[src/rtl/fcui_pkg.sv]
package fcui_pkg;
    typedef enum logic [1:0] {MODE_ARRAY, MODE_ID, MODE_STATUS} rmode_e;
    typedef enum logic [1:0] {PEND_NONE, PEND_ERASE, PEND_WRITE, PEND_LOCK} pend_e;
    typedef enum logic [2:0] {
        OP_ERASE     = 3'd0,
        OP_WRITE     = 3'd1,
        OP_LOCK_BLK  = 3'd2,
        OP_LOCK_PERM = 3'd3,
        OP_LOCK_CLR  = 3'd4
    } op_e;

    localparam logic [7:0] CB_ARRAY    = 8'hFF;
    localparam logic [7:0] CB_IDENT    = 8'h90;
    localparam logic [7:0] CB_STATUS   = 8'h70;
    localparam logic [7:0] CB_CLEAR    = 8'h50;
    localparam logic [7:0] CB_ERASE    = 8'h20;
    localparam logic [7:0] CB_WRITE_A  = 8'h40;
    localparam logic [7:0] CB_WRITE_B  = 8'h10;
    localparam logic [7:0] CB_LOCK     = 8'h60;
    localparam logic [7:0] CB_SUSPEND  = 8'hB0;
    localparam logic [7:0] CB_CONFIRM  = 8'hD0;
    localparam logic [7:0] CB_LOCK_BLK = 8'h01;
    localparam logic [7:0] CB_LOCK_PRM = 8'hF1;
endpackage

[src/rtl/fcui_strobe.sv]
module fcui_strobe #(
    parameter int AW = 19,
    parameter int DW = 16
) (
    input  logic          clk,
    input  logic          rst_n,
    input  logic          ce_n,
    input  logic          we_n,
    input  logic          oe_n,
    input  logic [AW-1:0] addr,
    input  logic [DW-1:0] din,
    output logic          wr_commit,
    output logic [AW-1:0] cmd_addr,
    output logic [DW-1:0] cmd_data,
    output logic          rd_active,
    output logic          rd_start
);
    typedef struct packed {
        logic          wr;
        logic          rd;
        logic [AW-1:0] a;
        logic [DW-1:0] d;
    } stb_t;

    stb_t q, n;
    logic wr_now;

    assign wr_now    = !ce_n && !we_n;
    assign rd_active = !ce_n && !oe_n;

    always_comb begin
        n    = q;
        n.wr = wr_now;
        n.rd = rd_active;
        if (wr_now) begin
            n.a = addr;
            n.d = din;
        end
    end

    always_ff @(posedge clk) begin
        if (!rst_n) q <= '0;
        else        q <= n;
    end

    assign wr_commit = q.wr && !wr_now;
    assign cmd_addr  = q.a;
    assign cmd_data  = q.d;
    assign rd_start  = rd_active && !q.rd;
endmodule

[src/rtl/fcui_rdmux.sv]
module fcui_rdmux
    import fcui_pkg::*;
#(
    parameter int          AW       = 19,
    parameter int          BW       = 15,
    parameter int          DW       = 16,
    parameter logic [15:0] MFR_CODE = 16'h00B0,
    parameter logic [15:0] DEV_CODE = 16'h0050
) (
    input  rmode_e                mode,
    input  logic                  rd_active,
    input  logic [AW-1:0]         addr,
    input  logic [DW-1:0]         arr_rdata,
    input  logic [7:0]            snap,
    input  logic [(1<<(AW-BW))-1:0] blk_lock,
    input  logic                  perm_lock,
    output logic [DW-1:0]         dout
);
    localparam int BKW = AW - BW;

    logic [BKW-1:0] blk;
    logic [BW-1:0]  off;
    logic [DW-1:0]  id_word;

    assign blk = addr[AW-1:BW];
    assign off = addr[BW-1:0];

    always_comb begin
        id_word = '0;
        if (off == BW'(2))
            id_word[0] = blk_lock[blk];
        else if (blk == '0) begin
            if (off == BW'(0))      id_word = DW'(MFR_CODE);
            else if (off == BW'(1)) id_word = DW'(DEV_CODE);
            else if (off == BW'(3)) id_word[0] = perm_lock;
        end
    end

    always_comb begin
        dout = '0;
        if (rd_active) begin
            unique case (mode)
                MODE_ID:     dout = id_word;
                MODE_STATUS: dout = DW'(snap);
                default:     dout = arr_rdata;
            endcase
        end
    end
endmodule

[src/rtl/flash_cmd_if.sv]
module flash_cmd_if
    import fcui_pkg::*;
#(
    parameter int AW = 19,
    parameter int BW = 15,
    parameter int DW = 16,
    localparam int NBLK = 1 << (AW - BW)
) (
    input  logic            clk,
    input  logic            rst_n,
    input  logic            ce_n,
    input  logic            we_n,
    input  logic            oe_n,
    input  logic [AW-1:0]   addr,
    input  logic [DW-1:0]   din,
    output logic [DW-1:0]   dout,
    input  logic [DW-1:0]   arr_rdata,
    input  logic [NBLK-1:0] blk_lock,
    input  logic            perm_lock,
    input  logic            eng_busy,
    input  logic            eng_done,
    input  logic [3:0]      eng_err,
    output logic            eng_start,
    output logic [2:0]      eng_op,
    output logic [AW-1:0]   eng_addr,
    output logic [DW-1:0]   eng_data,
    output logic            eng_suspend,
    output logic            eng_resume
);
    typedef struct packed {
        rmode_e        mode;
        pend_e         pend;
        logic          susp;
        op_e           run_op;
        logic [3:0]    err;
        logic [7:0]    snap;
        logic          start;
        logic          suspend;
        logic          resume;
        op_e           op;
        logic [AW-1:0] eaddr;
        logic [DW-1:0] edata;
    } cui_t;

    cui_t q, n;

    logic          wr_commit, rd_active, rd_start;
    logic [AW-1:0] cmd_addr;
    logic [DW-1:0] cmd_data;
    logic [7:0]    cb;
    logic [7:0]    status_now;

    fcui_strobe #(.AW(AW), .DW(DW)) u_strobe (
        .clk(clk), .rst_n(rst_n), .ce_n(ce_n), .we_n(we_n), .oe_n(oe_n),
        .addr(addr), .din(din), .wr_commit(wr_commit), .cmd_addr(cmd_addr),
        .cmd_data(cmd_data), .rd_active(rd_active), .rd_start(rd_start)
    );

    fcui_rdmux #(.AW(AW), .BW(BW), .DW(DW)) u_rdmux (
        .mode(q.mode), .rd_active(rd_active), .addr(addr), .arr_rdata(arr_rdata),
        .snap(q.snap), .blk_lock(blk_lock), .perm_lock(perm_lock), .dout(dout)
    );

    assign cb = cmd_data[7:0];
    assign status_now = {!eng_busy || q.susp,
                         q.susp && (q.run_op == OP_ERASE),
                         q.err[3], q.err[2], q.err[1],
                         q.susp && (q.run_op == OP_WRITE),
                         q.err[0], 1'b0};

    always_comb begin
        n         = q;
        n.start   = 1'b0;
        n.suspend = 1'b0;
        n.resume  = 1'b0;
        if (eng_done) n.err = q.err | eng_err;
        if (wr_commit) begin
            if (q.pend != PEND_NONE) begin
                n.pend = PEND_NONE;
                n.mode = MODE_STATUS;
                n.eaddr = cmd_addr;
                n.edata = cmd_data;
                unique case (q.pend)
                    PEND_ERASE: begin
                        if (cb == CB_CONFIRM) begin
                            n.start = 1'b1; n.op = OP_ERASE;
                        end else n.err[3:2] = 2'b11;
                    end
                    PEND_WRITE: begin
                        n.start = 1'b1; n.op = OP_WRITE;
                    end
                    default: begin
                        n.start = 1'b1;
                        if (cb == CB_LOCK_BLK)      n.op = OP_LOCK_BLK;
                        else if (cb == CB_LOCK_PRM) n.op = OP_LOCK_PERM;
                        else if (cb == CB_CONFIRM)  n.op = OP_LOCK_CLR;
                        else begin
                            n.start = 1'b0; n.err[3:2] = 2'b11;
                        end
                    end
                endcase
                if (n.start) n.run_op = n.op;
            end else if (q.susp) begin
                case (cb)
                    CB_ARRAY:   n.mode = MODE_ARRAY;
                    CB_IDENT:   n.mode = MODE_ID;
                    CB_STATUS:  n.mode = MODE_STATUS;
                    CB_CONFIRM: begin
                        n.resume = 1'b1; n.susp = 1'b0; n.mode = MODE_STATUS;
                    end
                    default: ;
                endcase
            end else if (eng_busy) begin
                case (cb)
                    CB_STATUS:  n.mode = MODE_STATUS;
                    CB_SUSPEND: begin
                        n.suspend = 1'b1; n.susp = 1'b1; n.mode = MODE_STATUS;
                    end
                    default: ;
                endcase
            end else begin
                case (cb)
                    CB_ARRAY:   n.mode = MODE_ARRAY;
                    CB_IDENT:   n.mode = MODE_ID;
                    CB_STATUS:  n.mode = MODE_STATUS;
                    CB_CLEAR:   n.err  = '0;
                    CB_ERASE:   begin n.pend = PEND_ERASE; n.mode = MODE_STATUS; end
                    CB_WRITE_A,
                    CB_WRITE_B: begin n.pend = PEND_WRITE; n.mode = MODE_STATUS; end
                    CB_LOCK:    begin n.pend = PEND_LOCK;  n.mode = MODE_STATUS; end
                    default: ;
                endcase
            end
        end
        if (rd_start) n.snap = status_now;
    end

    always_ff @(posedge clk) begin
        if (!rst_n) begin
            q        <= '0;
            q.mode   <= MODE_ARRAY;
            q.pend   <= PEND_NONE;
            q.run_op <= OP_ERASE;
            q.op     <= OP_ERASE;
            q.snap   <= 8'h80;
        end else begin
            q <= n;
        end
    end

    assign eng_start   = q.start;
    assign eng_op      = q.op;
    assign eng_addr    = q.eaddr;
    assign eng_data    = q.edata;
    assign eng_suspend = q.suspend;
    assign eng_resume  = q.resume;

    // at most one engine request per cycle
    a_r9_one_request: assert property (@(posedge clk) disable iff (!rst_n)
        $onehot0({eng_start, eng_suspend, eng_resume}));

    // a suspend request only follows a busy engine
    a_r9_suspend_busy: assert property (@(posedge clk) disable iff (!rst_n)
        eng_suspend |-> $past(eng_busy));

    // erase start only after a confirm byte was written
    a_r5_erase_confirm: assert property (@(posedge clk) disable iff (!rst_n)
        (eng_start && eng_op == OP_ERASE) |-> $past(wr_commit && cb == CB_CONFIRM));

    // sticky bits fall only after a clear byte outside suspension
    a_r10_sticky: assert property (@(posedge clk) disable iff (!rst_n)
        (|($past(q.err) & ~q.err)) |-> $past(wr_commit && cb == CB_CLEAR && !q.susp));

    // snapshot frozen while the read strobe stays low
    a_r11_snap_hold: assert property (@(posedge clk) disable iff (!rst_n)
        (rd_active && $past(rd_active)) |-> $stable(q.snap));
endmodule

[config.mk]
export PLATFORM = sky130hd
export DESIGN_NAME = flash_cmd_if
export DESIGN_NICKNAME = d
export VERILOG_FILES = /design/src/rtl/fcui_pkg.sv /design/src/rtl/fcui_strobe.sv /design/src/rtl/fcui_rdmux.sv /design/src/rtl/flash_cmd_if.sv
export SDC_FILE = /design/constraint.sdc
export NUM_CORES = 1
export LEC_CHECK = 0
export ABC_AREA = 0
export BUFFER_PORTS_ARGS = -buffer_cell sky130_fd_sc_hd__buf_2
export CORE_AREA = 3 3 95 97
export DETAILED_ROUTE_END_ITERATION = 6
export DIE_AREA = 0 0 98 100
export PLACE_DENSITY = 0.83
export SYNTH_ARGS = -nofsm -noshare
export SYNTH_HDL_FRONTEND = slang
export SYNTH_SLANG_ARGS = --single-unit
export TNS_END_PERCENT = 100
[constraint.sdc]
create_clock -name clk -period 3.85 [get_ports clk]
set_clock_uncertainty 0.15 [all_clocks]
set_input_delay 0.77 -clock clk [delete_from_list [all_inputs] [get_ports clk]]
set_output_delay 0.77 -clock clk [all_outputs]
set_load 0.02 [all_outputs]
== After elaboration in Yosys (flattened, before gate mapping) ==
Cells that the tools add are included.
Storage, ports and cells
  register bits after elaboration: 97
  bits in latches: 0
  bits in writable memories: 0
  memory bits (read-only): 0
  input port bits: 79
  output and inout bits: 57
  word-level logic and storage cells: 123
  memories kept: 0
Operators by class
  add/subtract/negate cells: 0
  $mul: 0
  div/mod/pow operators: 0
  $lt $le $gt $ge: 1
  eq/ne operators: 24
  shifts and indexed selects: 0
  mux-type cells: 46
  bitwise logic cells: 5
  reduce and logical (&&, ||, !) cells: 31
Operators with widths (number)
  16-bit 2-to-1 mux: 3
  8-bit equality test (second input constant): 5
  8-bit by 7-bit equality test with 1-bit output (second input constant): 4
  16-bit one-hot mux with 2 select lines: 1
  15-bit by 2-bit equality test with 1-bit output (second input constant): 2
  4-bit 2-to-1 mux: 6
  2-bit 2-to-1 mux: 10
  2-bit one-hot mux with 3 select lines: 3
  15-bit by 1-bit equality test with 1-bit output (second input constant): 1
  15-bit logical NOT: 1
  15-bit 2-to-1 mux: 1
  1-bit 2-to-1 mux: 13
  3-bit 2-to-1 mux: 4
  8-bit by 1-bit equality test with 1-bit output (second input constant): 1
  8-bit by 5-bit equality test with 1-bit output (second input constant): 1
  8-bit by 6-bit equality test with 1-bit output (second input constant): 1
  4-bit AND reduction: 2
  4-bit OR reduction: 2
  1-bit logical AND: 6
  1-bit logical NOT: 6
  6-bit 2-to-1 mux: 1
  3-bit one-hot mux with 2 select lines: 1
  3-bit AND reduction: 2
  6-bit nonzero test: 1
  other kinds (20): 29

== Longest topological paths before layout ==
Gate-level depths: netlist of the first run.
  depth after elaboration: 8
  gate-level depth with buffers: 9
  depth with buffers taken out: 7

== Cells and area by module ==
Synthesis of the first run repeated with hierarchy kept, for this count alone.
Unflattened totals
  cell total of the unflattened synthesis: 628
  area, all modules: 5068.6 sq um
Modules (own cells, without submodules)
  flash_cmd_if: times used 1, cells each 355, area each 2836.5 sq um, sequential area each 1201.2 sq um
  fcui_strobe: times used 1, cells each 204, area each 1756.7 sq um, sequential area each 740.7 sq um
  fcui_rdmux: times used 1, cells each 69, area each 475.5 sq um, sequential area each 0.0 sq um

== Worst setup path after synthesis of the first run ==
Ideal clock, no wire load.
  path kind: in2out
  start point: in addr[15]
  end point: out dout[5]
  arrival time: 2.324 ns
  data required time: 2.930 ns
  setup slack: 0.606 ns
  stages on the path: 5
  path buffers: 1
  cell sequence: clkbuf_1 > or4_1 > or3_1 > nand2b_1 > a21oi_1
Between the ends
  word-level cells in the longest chain between the ends: 5
Ends and longest elaborated chain
  start: declaration: RTL line flash_cmd_if.sv:14  | input logic [AW-1:0] addr,
  4-bit logical NOT: RTL line fcui_rdmux.sv:32  | else if (blk == '0) begin
  16-bit 2-to-1 mux: RTL line fcui_rdmux.sv:32
  15-bit 2-to-1 mux: RTL line fcui_rdmux.sv:30  | if (off == BW'(2))
  16-bit one-hot mux with 2 select lines: RTL line fcui_rdmux.sv:42  | unique case (mode)
  16-bit 2-to-1 mux: RTL line fcui_rdmux.sv:41  | if (rd_active) begin
  end: declaration: RTL line flash_cmd_if.sv:16  | output logic [DW-1:0] dout,
No other way between the ends.

== Final worst setup path of the first run ==
  start point: in addr[2]
  end point: out dout[5]
Between the ends
  word-level cells in the longest chain between the ends: 6
  elaborated cells between the ends (all ways): 7
  classes of those cells: eq/ne (1); mux (5); reduce/logical (1)
Ends and longest elaborated chain
  15-bit logical NOT: RTL line fcui_rdmux.sv:33  | if (off == BW'(0)) id_word = DW'(MFR_CODE);
  16-bit 2-to-1 mux: RTL line fcui_rdmux.sv:33
  16-bit 2-to-1 mux: RTL line fcui_rdmux.sv:32
  15-bit 2-to-1 mux (*): RTL line fcui_rdmux.sv:30
  16-bit one-hot mux with 2 select lines (*): RTL line fcui_rdmux.sv:42
  16-bit 2-to-1 mux (*): RTL line fcui_rdmux.sv:41
Every way passes the cells marked *; elsewhere a longest branch is shown, timed or not.

==> out/results.ini, run 1 <==
[detailed_routing]
viasPerCell = 5.41
firstDrtPassIters = 5
drt_iter0_markers = 171
wire_per_inst_um = 14.3
drt-total-wl_mm = 11.0
drc = 0
num_vias = 4142
ant_nets = 0

[timing]
worst_pin_slew_ns = 0.705
fin_crit_ns = 3.42
setup_viol = 0
fmax_mhz = 292
finalSetupTns_ns = 0
timing.final.ws_setup_ns = 0.425
rsz0062_at_grt = no
drv_slew = 0
maxSlewHeadroom_pct = 53.0
fin_crit_sh_pct = 89.0
final_hold_viol_count = 0

[global_routing]
grt_start_max_net_pins = 37
antenna_found_initial = 1
grt_pass1_vias = 3939
track_usage_pct = 22.2
grt_pass1_wl_mm = 18.1
grt_overflow_total = 0

[power]
p_leak_nw = 2.17
switching_power_mw = 0.501
power_density_mw_per_mm2 = 365
internal_power_mw = 1.37
clockPowerShare_pct = 34.0
peakVddDrop_mv = 0.228
p_seq_share_pct = 55.9
swShare_pct = 26.7
pwr-share-comb_pct = 10.1

[clock_tree]
clock_sinks = 97
clkTransAtPathRegs_ns = 0.10
cts_buffer_depth = 2
cts_inserted_buffers = 9
postCtsSetupRepairBufs = 0
cts-resized-gates = 0
cts_tree = built
htree_levels = 3
insertion_delay_ns = 0.35
hold_buffers = 0
clockRootBuffer = clkbuf_8

[logic_synthesis]
ys_seq_area_share_pct = 43.0
ys_seq_elements = 97
post_synth_num_cell_types = 57
yosysTopAreaCell = dfxtp_1
synth_most_common_cell = nand2_1
synth_edf_count = 0
synth_fp_nets = 666
yosys.area.top_type_share_pct = 43.0
synth_area_mm2 = 0.00452
synthArstFlopShare_pct = 0
synthTopCellsByCount = nand2_1 (159), a21oi_1 (97), dfxtp_1 (97), buf_4 (38), clkbuf_1 (37)
synthTopCellsByArea = dfxtp_1 (43%), nand2_1 (13%), a21oi_1 (11%)
synth_ff_type = dfxtp_1
synth_cells = 582
synth_area_per_cell_um2 = 7.77
ys_warn_count = 0

[floorplanning]
initial_core_util_pct = 55.0
die_w_um = 98
design.core.area_mm2 = 0.00822
rows = 33
floorplan.die_area_mm2 = 0.00980
io_pins = 136
fp.dieH_um = 100

[placed_design]
dp_slack_ns = 0.409
dp_hpwl_mm = 7.91
place_congestion = 0.867
port_buffers = 135

[setup_path]
cp_data_arrival_time_ns = 2.50
crit_path_end_kind = output pin
required_ns = 2.93
startpoint_type = input pin
critPathKind = input pin to output pin
worstPathMaxFanout = 3

[flow_run]
max_cap_viol_count = 0

[outcome]
status = finished clean

[final_layout]
fin_nets = 739
antenna_cells = 0
layout-drive-gt1-share_pct = 26.4
syn_to_final_growth_pct = 13.5

[hold_path]
hold_class = flop to flop

==> path summary, 6_finish.rpt <==
check	start	to	slack (ns)	cells past startpoint
worst max-delay path	addr[2]	dout[5]	0.43	7
worst min-delay path	u_strobe.cmd_data[9]	eng_data[9]	0.30	2
worst max register to register	q[57]	q[53]	1.69	6
worst min register to register	u_strobe.cmd_data[9]	eng_data[9]	0.30	2
==> critical path: stages <==
cell	delay [ns]
buf_2	0.11
nor4_1	0.44
nand4_1	0.23
or3_1	0.45
nand2b_1	0.19
a21oi_1	0.13
buf_2	0.18
==> through the flow <==
stage,hold WS (ns),utilization [%],power [mW],instances,instance area (um2)
after floorplan,0.277,-,1.18,582,4520
final,0.297,62.5,1.88,765,5130
after CTS,0.297,62.5,1.89,765,5130
after global routing,0.323,62.5,1.97,765,5130
after global placement,0.286,60.1,1.25,749,4940
after detailed placement,0.293,60.1,1.26,749,4940
==> final cells by class <==
| type | instances | area (um2) |
|---|---|---|
| multi-input cells | 398 | 2120 |
| fillers | 760 | 3080 |
| well taps | 105 | 131 |
| clock buffers | 10 | 138 |
| repair buffers | 140 | 713 |
| clock inverters | 6 | 58.8 |
| inverters | 9 | 33.8 |
| flip-flops and latches | 97 | 1940 |
==> registers in the layout (all words and copies together) (netlist names) <==
name	cells
eng_addr	19
q	19
u_strobe.cmd_addr	19
eng_data	16
u_strobe.cmd_data	16
eng_op	3
u_strobe.q	2
eng_resume	1
eng_start	1
eng_suspend	1
==> placed cells by master (no fill, tap or decap), types with 2 or more instances in the layout <==
| cell | n |
|---|---|
| a21oi_1 | 97 |
| and3_1 | 13 |
| and3b_1 | 2 |
| buf_2 | 135 |
| buf_4 | 5 |
| clkbuf_8 | 10 |
| dfxtp_1 | 97 |
| ha_1 | 5 |
| inv_1 | 8 |
| inv_6 | 3 |
| mux2i_1 | 2 |
| mux4_2 | 4 |
| nand2_1 | 159 |
| nand2b_1 | 3 |
| nand3_1 | 6 |
| nand4_1 | 6 |
| nand4b_1 | 2 |
| nor2_1 | 22 |
| nor3_1 | 7 |
| nor4_1 | 2 |
| o211a_1 | 2 |
| o211ai_1 | 3 |
| o21a_1 | 4 |
| o21ai_0 | 9 |
| o21ai_1 | 4 |
| o31ai_1 | 3 |
| o32ai_1 | 2 |
| or2_2 | 3 |
| or3_1 | 3 |
| or4_1 | 6 |
==> power by group through the flow <==
stage	Clock [mW]	Combinational (mW)	Sequential (mW)
floorplan	0	0.122	1.06
global placement	0	0.184	1.07
detailed placement	0	0.190	1.07
CTS	0.649	0.191	1.05
global route	0.705	0.210	1.05
finish	0.637	0.190	1.05
==> per-layer routing <==
layer  vias up  track usage, %  part of all wire [%]
li1       2087               -                     -
met1      1912            27.7                    43
met2       129            37.5                    49
met3        12            6.18                   6.7
met4         2            6.92                  0.89
met5         -               0                  0.12
==> cells by family (layout without fill, tap and decap cells) <==
| family | count (synthesis) | after routing | share of synthesized area [%] |
|---|---|---|---|
| and+or+nand+nor | 247 | 247 | 24.7 |
| adders and majority gates | 5 | 5 | 1.38 |
| AOI/OAI and AO/OA | 139 | 139 | 17.9 |
| xor gates and xnor gates | 1 | 1 | 0.194 |
| DFF | 97 | 97 | 43.0 |
| buffers and inverters | 87 | 165 | 10.5 |
| muxes | 6 | 6 | 2.44 |
Note: power is estimated with default switching activity, not from simulation.
==> run 2, diff against run 1 <==
--- a/config.mk
+++ b/config.mk
@@ -8,9 +8,10 @@
 export ABC_AREA = 0
 export BUFFER_PORTS_ARGS = -buffer_cell sky130_fd_sc_hd__buf_2
 export CORE_AREA = 3 3 95 97
+export CTS_CLUSTER_SIZE = 16
 export DETAILED_ROUTE_END_ITERATION = 6
 export DIE_AREA = 0 0 98 100
-export PLACE_DENSITY = 0.83
+export PLACE_DENSITY = 0.81
 export SYNTH_ARGS = -nofsm -noshare
 export SYNTH_HDL_FRONTEND = slang
 export SYNTH_SLANG_ARGS = --single-unit
==> run 2 against run 1 <==
Net effect: hold slack worse by 0.00056 ns; count of clock-buffer cells in the layout is 1 lower; die area stayed put; wire length is 0.81% higher; global-route usage is 0.089 points higher; cell area is 0.32% lower; largest power group unchanged.
==> out/results.ini, run 2 (synthesized netlist as in run 1, its figures left out) <==
[timing]
finalSetupTns_ns = 0  ; unchanged
final_hold_viol_count = 0  ; unchanged
worst_pin_slew_ns = 0.949  ; +0.244 ns
fin_crit_ns = 3.51  ; +0.0859 ns
drv_slew = 0  ; unchanged
maxSlewHeadroom_pct = 36.6  ; -16 points
fmax_mhz = 285  ; -2.4%
fin_crit_sh_pct = 91.2  ; +2.2 points
rsz0062_at_grt = no
setup_viol = 0  ; unchanged

[detailed_routing]
wire_per_inst_um = 14.5  ; +0.94%
firstDrtPassIters = 4  ; -1
num_vias = 4168  ; +0.63%
ant_nets = 0  ; unchanged
drt_iter0_markers = 151  ; -12%
drc = 0  ; unchanged
viasPerCell = 5.46  ; +0.76%
drt-total-wl_mm = 11.0  ; +0.81%

[final_layout]
multi_input_area_mm2 = 0.00212  ; unchanged
mostFrequentLayoutCell = nand2_1
antenna_cells = 0  ; unchanged
mostFrequentLayoutCells = nand2_1 (159), buf_2 (135), a21oi_1 (97), dfxtp_1 (97), nor2_1 (22)
syn_to_final_growth_pct = 13.2
n_fill_cell = 756  ; -0.53%
fin_nets = 738  ; -0.14%
layout-drive-gt1-share_pct = 26.3  ; -0.11 points
seq_area_mm2 = 0.00194  ; unchanged

[floorplanning]
floorplan.die_area_mm2 = 0.00980  ; unchanged
die_w_um = 98  ; unchanged
fp.dieH_um = 100  ; unchanged
io_pins = 136  ; unchanged
initial_core_util_pct = 55.0  ; unchanged
rows = 33  ; unchanged
design.core.area_mm2 = 0.00822  ; unchanged

[power]
peakVddDrop_mv = 0.175  ; -23%
power_mw = 1.87  ; -0.54%
p_leak_nw = 2.16  ; -0.40%
power_density_mw_per_mm2 = 365  ; -0.22%

[outcome]
status = finished clean

[global_routing]
grt_start_max_net_pins = 41  ; +11%
antenna_found_initial = 1  ; unchanged
grt_pass1_wl_mm = 18.1  ; +0.19%
grt_overflow_total = 0  ; unchanged
track_usage_pct = 22.3  ; +0.089 points
grt_pass1_vias = 3913  ; -0.66%

[hold_path]
hold_class = flop to flop

[setup_path]
path_cells = buf_2, nor4_1, nand4_1, or3_1, nand2b_1, a21oi_1, buf_2
cpPeakStageDelay_ns = 0.47  ; +0.02 ns
cp_data_arrival_time_ns = 2.59  ; +0.09 ns
startpoint_type = input pin
crit_path_end_kind = output pin
critPathKind = input pin to output pin
worstPathMaxFanout = 3  ; unchanged
cp_slowest_cell = or3_1
crit_top_cell = buf_2
required_ns = 2.93  ; about the same

[clock_tree]
hold_buffers = 0  ; unchanged
insertion_delay_ns = 0.37  ; +0.02 ns
postCtsSetupRepairBufs = 0  ; unchanged
clkTransAtPathRegs_ns = 0.11  ; about the same
clock_sinks = 97  ; unchanged
clockRootBuffer = clkbuf_8
htree_levels = 3  ; unchanged
cts_inserted_buffers = 9  ; unchanged
cts-resized-gates = 0  ; unchanged
cts_tree = built
cts_buffer_depth = 2  ; unchanged

[placed_design]
dp_hpwl_mm = 7.82  ; -1.1%
place_congestion = 0.939  ; +8.2%
port_buffers = 135  ; unchanged

[flow_run]
max_cap_viol_count = 0  ; unchanged

==> run 2: changes by cell type in the layout (fill, tap and decap cells not counted) <==
cell	before	now
buf_4	5	4
clkbuf_8	10	9
clkinv_2	0	1
==> run 2: path summary, 6_finish.rpt <==
check             cells after the start           end  slack, ns                  start
hold / removal                        2  eng_data[15]       0.30  u_strobe.cmd_data[15]
hold reg to reg                       2  eng_data[15]       0.30  u_strobe.cmd_data[15]
setup / recovery                      7       dout[5]       0.34                addr[2]
setup reg to reg                      5         q[53]       1.46                  q[57]
==> run 2: layout make-up <==
cell class	instances	share of cell area [%]
Clock buffer	9	2.42
Clock inverter	7	1.25
Inverter	9	0.660
Multi-Input combinational cell	398	41.4
Sequential cell	97	38.0
Tap cell	105	2.57
Timing Repair Buffer	139	13.8
==> run 2: per-layer routing <==
layer  part of all wire [%]  vias to the layer above  global-route usage (%)  wire length (um)
li1                       -                     2085                       -                 -
met1                     43                     1914                    28.2              4760
met2                     47                      144                    37.1              5240
met3                    7.1                       23                    4.52               779
met4                    2.2                        2                    9.69               248
met5                  0.072                        -                       0                 8
==> run 2: report_power, final <==
group	internal [mW]	switching, mW
Clock	0.247	0.380
Sequential	1.03	0.0209
Combinational	0.0808	0.110
==> run 2: worst max-delay path, delay by kind of cell <==
kind                   cells  cell delay (ns)
AND/OR/NAND/NOR            4             1.34
buffers and inverters      2             0.31
AO/OA/AOI/OAI              1             0.17
==> run 2: metrics by stage <==
stage	cells	setup slack, ns	area [um2]	utilization [%]	hold slack (ns)
after floorplan	582	0.606	4520	-	0.277
after global placement	748	0.428	4930	60.0	0.287
after detailed placement	748	0.372	4930	60.0	0.295
after CTS	764	0.356	5120	62.3	0.300
after global routing	764	0.312	5120	62.3	0.326
final	764	0.339	5120	62.3	0.296
==> run 3, diff against run 2 <==
--- a/config.mk
+++ b/config.mk
@@ -7,11 +7,13 @@
 export LEC_CHECK = 0
 export ABC_AREA = 0
 export BUFFER_PORTS_ARGS = -buffer_cell sky130_fd_sc_hd__buf_2
-export CORE_AREA = 3 3 95 97
+export CELL_PAD_IN_SITES_DETAIL_PLACEMENT = 1
+export CELL_PAD_IN_SITES_GLOBAL_PLACEMENT = 1
+export CORE_AREA = 3 3 94 132
 export CTS_CLUSTER_SIZE = 16
 export DETAILED_ROUTE_END_ITERATION = 6
-export DIE_AREA = 0 0 98 100
-export PLACE_DENSITY = 0.81
+export DIE_AREA = 0 0 97 135
+export PLACE_DENSITY = 0.83
 export SYNTH_ARGS = -nofsm -noshare
 export SYNTH_HDL_FRONTEND = slang
 export SYNTH_SLANG_ARGS = --single-unit
==> run 3 against run 2 <==
Net effect: highest routed layer is now met4; cell count up 5.2%; critical endpoint is now dout[7]; first-iteration DRC count up 7.3%; critical path type unchanged; count of clock-buffer cells in the layout up 2; register-to-register slack better by 0.13 ns; die area up 34%; critical path depth unchanged; clock power up 39%.
==> out/results.ini, run 3 (synthesized netlist as in run 1, its figures left out) <==
[detailed_routing]
drc = 0  ; unchanged
ant_nets = 0  ; unchanged
firstDrtPassIters = 4  ; unchanged
viasPerCell = 5.32  ; -2.6%
drt_iter0_markers = 162  ; +7.3%
num_vias = 4274  ; +2.5%
wire_per_inst_um = 16.2  ; +12%
drt-total-wl_mm = 13.0  ; +18%

[setup_path]
cpPeakStageDelay_ns = 0.47  ; about the same
startpoint_type = input pin
rr_worst_depth = 6  ; +1
cp_data_arrival_time_ns = 2.54  ; -0.05 ns
crit_top_cell = buf_2
crit-reg2reg-launch = q[57]
critPathKind = input pin to output pin
r2r-end = q[57]
crit_path_end_kind = output pin
r2r_slack_ns = 1.59  ; +0.13 ns
path_cells = buf_2, nor4_1, nand4_1, or3_1, nand2b_1, a21oi_1, buf_2
cp_num_buf_inv = 2  ; unchanged
cp_slowest_cell = or3_1
cp_top_family = simple AND/OR/NAND/NOR gates
worstPathMaxFanout = 3  ; unchanged
required_ns = 2.93  ; about the same

[floorplanning]
io_pins = 136  ; unchanged
rows = 46  ; +39%
floorplan.die_area_mm2 = 0.0131  ; +34%
design.core.area_mm2 = 0.0113  ; +38%
initial_core_util_pct = 39.9  ; -15 points
fp.dieH_um = 135  ; +35%
die_w_um = 97  ; -1.0%

[timing]
rsz0062_at_grt = no
drv_slew = 0  ; unchanged
timing.final.ws_setup_ns = 0.386  ; +0.0465 ns
fin_crit_ns = 3.46  ; -0.0465 ns
fmax_mhz = 289  ; +1.3%
worst_pin_slew_ns = 0.748  ; -0.201 ns
maxSlewHeadroom_pct = 50.1  ; +13 points
fin_crit_sh_pct = 90.0  ; -1.2 points
final_hold_viol_count = 0  ; unchanged
setup_viol = 0  ; unchanged
finalSetupTns_ns = 0  ; unchanged

[power]
power_density_mw_per_mm2 = 401  ; +10%
peakVddDrop_mv = 0.202  ; +15%
p_leak_nw = 2.21  ; +2.5%

[clock_tree]
clockRootBuffer = clkbuf_16
htree_levels = 3  ; unchanged
insertion_delay_ns = 0.34  ; -0.03 ns
cts_buffer_depth = 2  ; unchanged
clock_sinks = 97  ; unchanged
clkTransAtPathRegs_ns = 0.07  ; -0.04 ns
cts_inserted_buffers = 9  ; unchanged
cts-resized-gates = 0  ; unchanged
postCtsSetupRepairBufs = 0  ; unchanged
hold_buffers = 0  ; unchanged
cts_tree = built

[global_routing]
track_usage_pct = 20.1  ; -2.2 points
grt_start_max_net_pins = 45  ; +9.8%
grt_overflow_total = 0  ; unchanged
grt_pass1_vias = 4514  ; +15%
antenna_found_initial = 0  ; -1
grt_pass1_wl_mm = 21.7  ; +20%

[flow_run]
max_cap_viol_count = 0  ; unchanged

[hold_path]
min_to = eng_addr[16]
hold_class = flop to flop
hold_start = u_strobe.cmd_addr[16]
hold_path_depth = 2  ; unchanged

[final_layout]
antenna_cells = 0  ; unchanged
mostFrequentLayoutCell = nand2_1
layout-drive-gt1-share_pct = 26.2  ; -0.040 points
fin_nets = 739  ; +0.14%
stdcell_area_mm2 = 0.00527  ; +3.1%
syn_to_final_growth_pct = 16.7
mostFrequentLayoutCells = nand2_1 (159), buf_2 (135), a21oi_1 (97), dfxtp_1 (97), nor2_1 (22)

[placed_design]
dp_slack_ns = 0.404  ; +0.0320 ns
port_buffers = 135  ; unchanged
place_congestion = 0.812  ; -14%
dp_hpwl_mm = 9.64  ; +23%
post_dp_cell_area_mm2 = 0.00498  ; +1.1%

[outcome]
status = finished clean

## run 3: cell types whose count changed in the layout (fill, tap and decap cells not counted), sizes merged
| cell | previous run | this run |
|---|---|---|
| clkinvlp | 1 | 0 |
| clkinv | 3 | 2 |
| clkbuf | 9 | 11 |
| buf | 139 | 140 |
## run 3: cell type report
class	count	area (um2)
clock buffers	11	243
clock inverters	5	46.3
fillers	1445	6060
inverters	9	33.8
multi-input cells	398	2120
flip-flops and latches	97	1940
well taps	144	180
repair buffers	140	713
## run 3: metrics by stage
stage / utilization, % / hold slack, ns / cells / power (mW)
floorplan: - / 0.277 / 582 / 1.18
global placement: 44.0 / 0.288 / 788 / 1.26
detailed placement: 44.0 / 0.296 / 788 / 1.27
CTS: 46.5 / 0.305 / 804 / 2.14
global route: 46.5 / 0.323 / 804 / 2.22
finish: 46.5 / 0.302 / 804 / 2.11
## run 3: per-layer routing
| metal | part of all wire (%) | vias up | wire length, um | global-route usage [%] |
|---|---|---|---|---|
| li1 | - | 2083 | - | - |
| met1 | 39 | 2042 | 5050 | 21.7 |
| met2 | 54 | 122 | 7030 | 37.9 |
| met3 | 4.5 | 27 | 588 | 3.67 |
| met4 | 2.9 | 0 | 376 | 8.98 |
| met5 | 0 | - | 0 | 0 |
## run 3: where the power goes
group	total, mW	internal (mW)	switching [mW]
clock	0.870	0.468	0.402
combinational	0.195	0.0809	0.114
sequential	1.05	1.03	0.0216
total	2.11	1.58	0.538
## run 3: how the worst max path moves through the flow
| stage | to | slack [ns] | cells past startpoint | startpoint |
|---|---|---|---|---|
| floorplan | dout[5] | 0.61 | 5 | addr[15] |
| global placement | dout[5] | 0.44 | 7 | addr[2] |
| detailed placement | dout[7] | 0.40 | 7 | addr[2] |
| CTS | dout[7] | 0.39 | 8 | q[60] |
| global route | dout[0] | 0.19 | 7 | addr[15] |
| finish | dout[7] | 0.39 | 7 | addr[2] |
## run 3: worst reg2reg max path: cells and delay by family, from the launching register on
kind | cells | cell delay [ns]
simple gates | 2 | 0.66
fa+ha+maj | 1 | 0.34
compound gates | 1 | 0.22
flops | 1 | 0.37
buf+inv | 2 | 0.38
